[src/rtl/rshr_pkg.sv]
package rshr_pkg;

    localparam int unsigned RSHR_DEF_W = 64;

    typedef enum logic {
        EXT_ZERO = 1'b0,
        EXT_SIGN = 1'b1
    } ext_kind_e;

endpackage

[src/rtl/rshr_ctrl.sv]
module rshr_ctrl #(
    parameter int unsigned W   = 64,
    parameter int unsigned SHW = $clog2(W) + 1,
    parameter int unsigned EW  = W + 2
) (
    input  logic [SHW-1:0] shamt_i,
    input  logic           rnd_i,
    output logic           legal_o,
    output logic [EW-1:0]  rconst_o
);
    localparam logic [SHW-1:0] MAX_AMT = SHW'(W);

    always_comb begin
        legal_o  = (shamt_i != '0) && (shamt_i <= MAX_AMT);
        rconst_o = '0;
        if (rnd_i && legal_o) begin
            rconst_o = EW'(1) << (shamt_i - SHW'(1));
        end
    end
endmodule

[src/rtl/rshr_add.sv]
module rshr_add
    import rshr_pkg::*;
#(
    parameter int unsigned W  = 64,
    parameter int unsigned EW = W + 2
) (
    input  logic [W-1:0]  data_i,
    input  ext_kind_e     kind_i,
    input  logic [EW-1:0] rconst_i,
    output logic [EW-1:0] sum_o
);
    logic [EW-1:0] ext_w;

    always_comb begin
        if (kind_i == EXT_SIGN) begin
            ext_w = {{(EW-W){data_i[W-1]}}, data_i};
        end else begin
            ext_w = {{(EW-W){1'b0}}, data_i};
        end
        sum_o = ext_w + rconst_i;
    end
endmodule

[src/rtl/rshr_shift.sv]
module rshr_shift #(
    parameter int unsigned W   = 64,
    parameter int unsigned SHW = $clog2(W) + 1,
    parameter int unsigned EW  = W + 2
) (
    input  logic [EW-1:0]  sum_i,
    input  logic [SHW-1:0] shamt_i,
    output logic [W-1:0]   res_o
);
    logic          fill_w;
    logic [EW-1:0] stage_w [0:SHW];

    assign fill_w     = sum_i[EW-1];
    assign stage_w[0] = sum_i;

    for (genvar k = 0; k < SHW; k++) begin : g_stage
        localparam int unsigned AMT = 1 << k;
        if (AMT >= EW) begin : g_full
            assign stage_w[k+1] = shamt_i[k] ? {EW{fill_w}} : stage_w[k];
        end else begin : g_part
            assign stage_w[k+1] = shamt_i[k]
                ? {{AMT{fill_w}}, stage_w[k][EW-1:AMT]}
                : stage_w[k];
        end
    end

    assign res_o = stage_w[SHW][W-1:0];
endmodule

[src/rtl/rshr_unit.sv]
module rshr_unit
    import rshr_pkg::*;
#(
    parameter int unsigned DATA_W  = RSHR_DEF_W,
    parameter bit          OUT_REG = 1'b1,
    localparam int unsigned SHW    = $clog2(DATA_W) + 1,
    localparam int unsigned EW     = DATA_W + 2
) (
    input  logic              clk_i,
    input  logic              rst_ni,
    input  logic [DATA_W-1:0] data_i,
    input  logic              sgn_i,
    input  logic              rnd_i,
    input  logic [SHW-1:0]    shamt_i,
    output logic [DATA_W-1:0] res_o,
    output logic              err_o
);
    localparam logic [SHW-1:0] FULL_AMT = SHW'(DATA_W);

    typedef struct packed {
        logic              err;
        logic [DATA_W-1:0] res;
    } out_t;

    logic              legal_w;
    logic [EW-1:0]     rconst_w;
    logic [EW-1:0]     sum_w;
    logic [DATA_W-1:0] shifted_w;
    ext_kind_e         kind_w;
    out_t              out_d;
    out_t              out_q;

    assign kind_w = sgn_i ? EXT_SIGN : EXT_ZERO;

    rshr_ctrl #(.W(DATA_W), .SHW(SHW), .EW(EW)) u_ctrl (
        .shamt_i  (shamt_i),
        .rnd_i    (rnd_i),
        .legal_o  (legal_w),
        .rconst_o (rconst_w)
    );

    rshr_add #(.W(DATA_W), .EW(EW)) u_add (
        .data_i   (data_i),
        .kind_i   (kind_w),
        .rconst_i (rconst_w),
        .sum_o    (sum_w)
    );

    rshr_shift #(.W(DATA_W), .SHW(SHW), .EW(EW)) u_shift (
        .sum_i   (sum_w),
        .shamt_i (shamt_i),
        .res_o   (shifted_w)
    );

    always_comb begin
        out_d.err = !legal_w;
        out_d.res = legal_w ? shifted_w : data_i;
    end

    if (OUT_REG) begin : g_reg
        always_ff @(posedge clk_i or negedge rst_ni) begin
            if (!rst_ni) begin
                out_q <= '0;
            end else begin
                out_q <= out_d;
            end
        end

        // registered output lags the computed value by one clock
        assert_reg_lag_R10: assert property (@(posedge clk_i) disable iff (!rst_ni)
            rst_ni |=> (out_q == $past(out_d)));
    end else begin : g_comb
        assign out_q = out_d;
    end

    assign res_o = out_q.res;
    assign err_o = out_q.err;

    // illegal amount passes the input through and flags it
    assert_illegal_pass_R9: assert property (@(posedge clk_i) disable iff (!rst_ni)
        ((shamt_i == '0) || (shamt_i > FULL_AMT)) |-> (out_d.err && out_d.res == data_i));

    // signed full-width shift without rounding gives sign fill
    assert_sgn_full_R2: assert property (@(posedge clk_i) disable iff (!rst_ni)
        (sgn_i && !rnd_i && shamt_i == FULL_AMT) |-> (out_d.res == {DATA_W{data_i[DATA_W-1]}}));

    // unsigned full-width shift without rounding gives zero
    assert_uns_full_R3: assert property (@(posedge clk_i) disable iff (!rst_ni)
        (!sgn_i && !rnd_i && shamt_i == FULL_AMT) |-> (out_d.res == '0));

    // signed rounded full-width shift gives zero
    assert_sgn_rnd_full_R6: assert property (@(posedge clk_i) disable iff (!rst_ni)
        (sgn_i && rnd_i && shamt_i == FULL_AMT) |-> (out_d.res == '0));

    // unsigned rounded full-width shift yields only the carry bit
    assert_uns_rnd_full_R8: assert property (@(posedge clk_i) disable iff (!rst_ni)
        (!sgn_i && rnd_i && shamt_i == FULL_AMT) |-> (out_d.res[DATA_W-1:1] == '0));
endmodule

[config.mk]
export PLATFORM = sky130hd
export DESIGN_NAME = rshr_unit
export DESIGN_NICKNAME = d
export VERILOG_FILES = /design/src/rtl/rshr_pkg.sv /design/src/rtl/rshr_ctrl.sv /design/src/rtl/rshr_add.sv /design/src/rtl/rshr_shift.sv /design/src/rtl/rshr_unit.sv
export SDC_FILE = /design/constraint.sdc
export NUM_CORES = 1
export LEC_CHECK = 0
export BUFFER_PORTS_ARGS = -buffer_cell sky130_fd_sc_hd__buf_2
export CAP_MARGIN = 20
export CORE_MARGIN = 3
export CORE_UTILIZATION = 62
export CTS_CLUSTER_DIAMETER = 150
export CTS_CLUSTER_SIZE = 8
export DETAILED_ROUTE_END_ITERATION = 8
export PLACE_DENSITY_LB_ADDON = 0.12
export SETUP_SLACK_MARGIN = 0.02
export SKIP_LAST_GASP = 1
export SYNTH_ARGS = -nofsm -noshare
export SYNTH_HDL_FRONTEND = slang
export SYNTH_HIERARCHICAL = 1
export SYNTH_SLANG_ARGS = --single-unit
[constraint.sdc]
create_clock -name clk_i -period 0.8 [get_ports clk_i]
set_input_delay 0.08 -clock clk_i [delete_from_list [all_inputs] [get_ports clk_i]]
set_output_delay 0.08 -clock clk_i [all_outputs]
set_load 0.05 [all_outputs]
==> results of run 1 <==
## metrics by stage
step	util, %	cell area, um2
2_1_floorplan	-	12300
3_3_place_gp	88.7	16800
3_5_place_dp	88.7	16800
## logic make-up after synthesis
family / Yosys count
mux: 243
compound gates: 398
xor+xnor: 60
fa+ha+maj: 67
other cells: 1
simple gates: 418
buf+inv: 130
flops: 65
==> summary.md, run 1 <==
| Metric | Value |
|---|---|
| Seq/Total Area, Yosys | `a little over an eighth` |
| Clk root buf | `clkbuf_16` |
| Synth async-reset ratio | `100%` |
| Failed at | `clock tree synthesis (4_1_cts)` |
| Pre-CTS WS | `-5.11 ns` |
| H-tree Lvls | `3` |
| Synth top area share | `between 10% and 20%` |
| Syn Std Cell Area | `about 12,000 um2` |
| Status | `aborted with a tool error` |
| Ys flop type | `dfrtp_1` |
| FP Rows | `50` |
| Io pins | `between 100 and 150` |
| Sinks on Clock Net | `65` |
| DPL Wire Length | `roughly 47 mm` |
| Starting Density | `approximately 64%` |
| Synth Area in XOR/XNOR | `approximately 4.3%` |
| Syn Area/Cell | `8.78 um2` |
| #FFs+latches synth | `65` |
| Die Width | `around 150 um` |
| Max Root-Sink Buffers | `2` |
| Synth cell types | `between 80 and 90` |
| Cell with the most instances after synthesis | `nor2_1` |
| Port Buffers | `~140` |
| Total CTS buffers | `9` |
| CTS hold repair buffers | `4` |
| Placed Cells | `2,204` |
| Area contributors post-synth | `dfrtp_1 13%, mux4_2 12%, ha_1 6.8%` |
| Post-synth EDFFs | `0` |
| Setup Buffers After CTS | `between 40 and 50` |
| Die height | `around 150 um` |
| Error Message | `[ERROR DPL-0038] Utilization greater than 100%, impossible to legalize` |
| Routability cong. | `roughly 1.1` |
| Area leader, netlist | `dfrtp_1` |
| Largest family of logic cells by synthesized area | `multiplexers` |
| Post-synthesis instance total | `~1,400` |
| Mux cell area share after synthesis | `31.3%` |
| Synth warn | `6` |
| Post-Synth Adder-Cell Area | `6.97%` |
| Most frequent cells after synthesis | `140 x nor2_1, 117 x nand2_1, 105 x a21oi_1, 74 x o21ai_0, 66 x ha_1` |
| Post-synthesis compound-gate area fraction | `22.2%` |
| Post-synthesis simple-gate area fraction | `16.2%` |
| Number of gates resized after CTS | `roughly 360` |
==> inputs of run 2 (changes only) <==
CORE_UTILIZATION = 40   (was 62)
CTS_CLUSTER_DIAMETER = unset   (was 150)
CTS_CLUSTER_SIZE = unset   (was 8)
PLACE_DENSITY_LB_ADDON = 0.15   (was 0.12)
SETUP_SLACK_MARGIN = unset   (was 0.02)
==> run 2 against run 1 <==
Effect of this change:
- the flow now finishes, with violations (setup timing)
- synthesized cell count stayed put
- area after synthesis stayed put
==> summary.md, run 2 <==
| Metric | Value |
|---|---|
| Nets | `~2,200` |
| Failing checks | `setup timing` |
| FP Rows | `63` |
| #FFs+latches synth | `65` |
| Met2 usage | `between 50% and 60%` |
| Largest net degree at the start of global routing | `between 60 and 70` |
| Max Root-Sink Buffers | `2` |
| Met1 Use GR | `51.9%` |
| Syn Std Cell Area | `about 12,000 um2` |
| Ys flop type | `dfrtp_1` |
| First-pass GRT wire length | `about 90 mm` |
| Total CTS buffers | `9` |
| Die area | `32,500 um2` |
| Vias in the first global route | `between 10,000 and 15,000` |
| Layout area overhead | `66.0%` |
| Die height | `180 um` |
| Power per cell area | `between 1000 and 1500 nW/um2` |
| Worst-path clk slew | `approximately 0.070 ns` |
| Reg area | `1630 um2` |
| Actual slew at the worst max-slew pin | `slightly below 1 ns` |
| DR iter-0 viols | `about 1,600` |
| Most Crowded Layer GR | `met2` |
| Hold Path End | `res_o[4]` |
| Worst hold path cell count | `2` |
| Hold wc startpoint | `data_i[4]` |
| Post-synthesis instance total | `between 1,000 and 1,500` |
| Status | `finished with violations` |
| Synth async-reset ratio | `100%` |
| Leakage power | `approximately 9.5 nW` |
| Met3 GRT Util | `around 6.5%` |
| Area leader, netlist | `dfrtp_1` |
| CORE AREA | `29,800 um2` |
| Util after Layout | `around 68%` |
| Slew Limit Headroom | `roughly a third` |
| Maximum VDD drop | `approximately 0.0010 V` |
| Final setup viols | `130` |
| Placed cell area | `~17,000 um2` |
| Final min period | `5.04 ns` |
| Routed WL per cell | `between 20 and 30 um` |
| Io pins | `140` |
| Tot GR Track Use | `37.0%` |
| DPL Wire Length | `50.4 mm` |
| Top cell family by delay on the critical path | `compound AO/OA/AOI/OAI gates` |
| Multi-input gate area in the final layout | `approximately 11,000 um2` |
| Power, Total | `23.1 mW` |
| Critical Path RT | `~1.1 ns` |
| Post-Route WL | `about 63 mm` |
| CP Launch Type | `primary input` |
| Critical Path AT | `5.31 ns` |
| Post-synth EDFFs | `0` |
| Synth warn | `6` |
| Most frequent cells after synthesis | `140 x nor2_1, 117 x nand2_1, 105 x a21oi_1, 74 x o21ai_0, 66 x ha_1` |
| DRC viols | `0` |
| Port Buffers | `about 140` |
| Area contributors post-synth | `dfrtp_1 13%, mux4_2 12%, ha_1 6.8%` |
| Worst path bufs/invs | `4` |
| Cell with the most instances after synthesis | `nor2_1` |
| CP max stage cell | `mux4_2` |
| Sinks on Clock Net | `65` |
| Grt total ovfl | `0` |
| Routability cong. | `about 1.1` |
| Synth top area share | `a little over an eighth` |
| Routed Antenna Nets | `0` |
| Max Slew Vio Count | `0` |
| Most frequent cells in the layout | `584 x buf_4, 117 x nor2_1, 114 x nand2_1` |
| Fin. Hold Viols | `0` |
| CP cell instances | `buf_12 -> nor2_4 -> ha_4 -> nor4b_4 -> nand2_1 -> buf_6 -> nor2_4 -> ha_4 -> a21o_1 -> a211oi_2 -> nor2_1 -> o41a_1 -> a221oi_4 -> a21oi_4 -> o211a_1 -> a211oi_2 -> xnor2_2 -> mux4_2 -> mux2_4 -> buf_6 -> o211ai_1 -> o211ai_1 -> buf_4 -> mux2_4` |
| Vias per cell | `between 6 and 7` |
| Starting Density | `40.7%` |
| RSZ-0062 raised after global routing | `true` |
| Critical Path Max Stage Delay | `about 0.5 ns` |
| Final period utilization | `630%` |
| Die Width | `about 180 um` |
| Commonest non-fill, non-tap cell in the layout | `buf_4` |
| Hold_ws | `0.0290 ns` |
| Max FFs per register | `64` |
| Setup CP Type | `in2reg` |
| Syn Area/Cell | `about 9 um2` |
| Clk root buf | `clkbuf_16` |
| CTS tree | `done` |
| Synth cell types | `87` |
| Filler instances | `roughly 2,500` |
| Router iterations before antenna repair | `5` |
| Max Cap Viol | `0` |
| Layout cells sized above 1 | `approximately 57%` |
| H-tree Lvls | `3` |
| Crit. End Element | `flip-flop` |
| Final instance area | `around 20,000 um2` |
| CP Max Fanout | `7` |
| Via count | `roughly 15,000` |
| PnR worst setup slack | `-4.24 ns` |
| Tightest Hold Check Type | `in2reg` |
| Initial antenna violation count | `2` |
| Seq/Total Area, Yosys | `13.4%` |
| F_max | `roughly 200 MHz` |
==> run 2: cell counts after synthesis <==
No cell type changed its count.
==> run 2: layout make-up <==
cell class                      instances  share of cell area (%)
Tap cell                              390                    2.42
Inverter                               27                   0.503
Clock inverter                          6                   0.459
Timing Repair Buffer                  781                    31.2
Multi-Input combinational cell       1188                    56.2
Sequential cell                        65                    8.09
Clock buffer                           10                    1.14
Antenna cell                            1                  0.0124
==> run 2: worst max-delay path by stage <==
stage | cells after the start | startpoint | slack, ns | end
floorplan | 23 | shamt_i[0] | -4.05 | res_o[15]
global placement | 27 | shamt_i[1] | -5.19 | res_o[38]
detailed placement | 27 | shamt_i[1] | -5.19 | res_o[38]
CTS | 23 | shamt_i[0] | -4.14 | res_o[24]
global route | 24 | shamt_i[2] | -4.41 | res_o[24]
finish | 24 | shamt_i[1] | -4.24 | res_o[24]
==> run 2: per-stage QoR <==
stage          setup TNS [ns]  cells  setup slack (ns)
3_5_place_dp          -307.50   2390             -5.19
6_report              -274.19   2468             -4.24
3_3_place_gp          -305.56   2390             -5.19
2_1_floorplan         -239.71   1383             -4.05
4_1_cts               -268.79   2451             -4.14
5_1_grt               -286.16   2467             -4.41
==> run 2: logic make-up (layout without fill, tap and decap cells) <==
family | after synthesis | in the layout | synth area share, %
adder cells (fa/ha/maj) | 67 | 67 | 6.97
buffers and inverters | 130 | 824 | 5.57
AO/OA/AOI/OAI | 398 | 398 | 22.2
multiplexers | 243 | 243 | 31.3
flip-flops | 65 | 65 | 13.4
other | 1 | 3 | 0.0309
XOR/XNOR | 60 | 60 | 4.33
AND/OR/NAND/NOR | 418 | 418 | 16.2
==> run 2: power by group <==
part	internal (mW)	switching, mW	total [mW]
clock	2.74	1.92	4.67
sequential	3.74	0.299	4.04
combinational	6.66	7.72	14.4
total	13.1	9.94	23.1
==> run 2: what timing repair did <==
action                     CTS  global route
buffers inserted            35            31
hold endpoints to repair    77             0
resized for setup          327           130
pin swaps                   72            64
cloned                       1             0
setup endpoints to repair  130           130
hold buffers                13             0
==> run 2: routing by layer <==
layer	wire length (um)	vias up
li1	-	6675
met1	27000	7377
met2	27900	752
met3	5330	127
met4	2510	2
met5	7	-
Note: power is estimated with default switching activity, not from simulation.
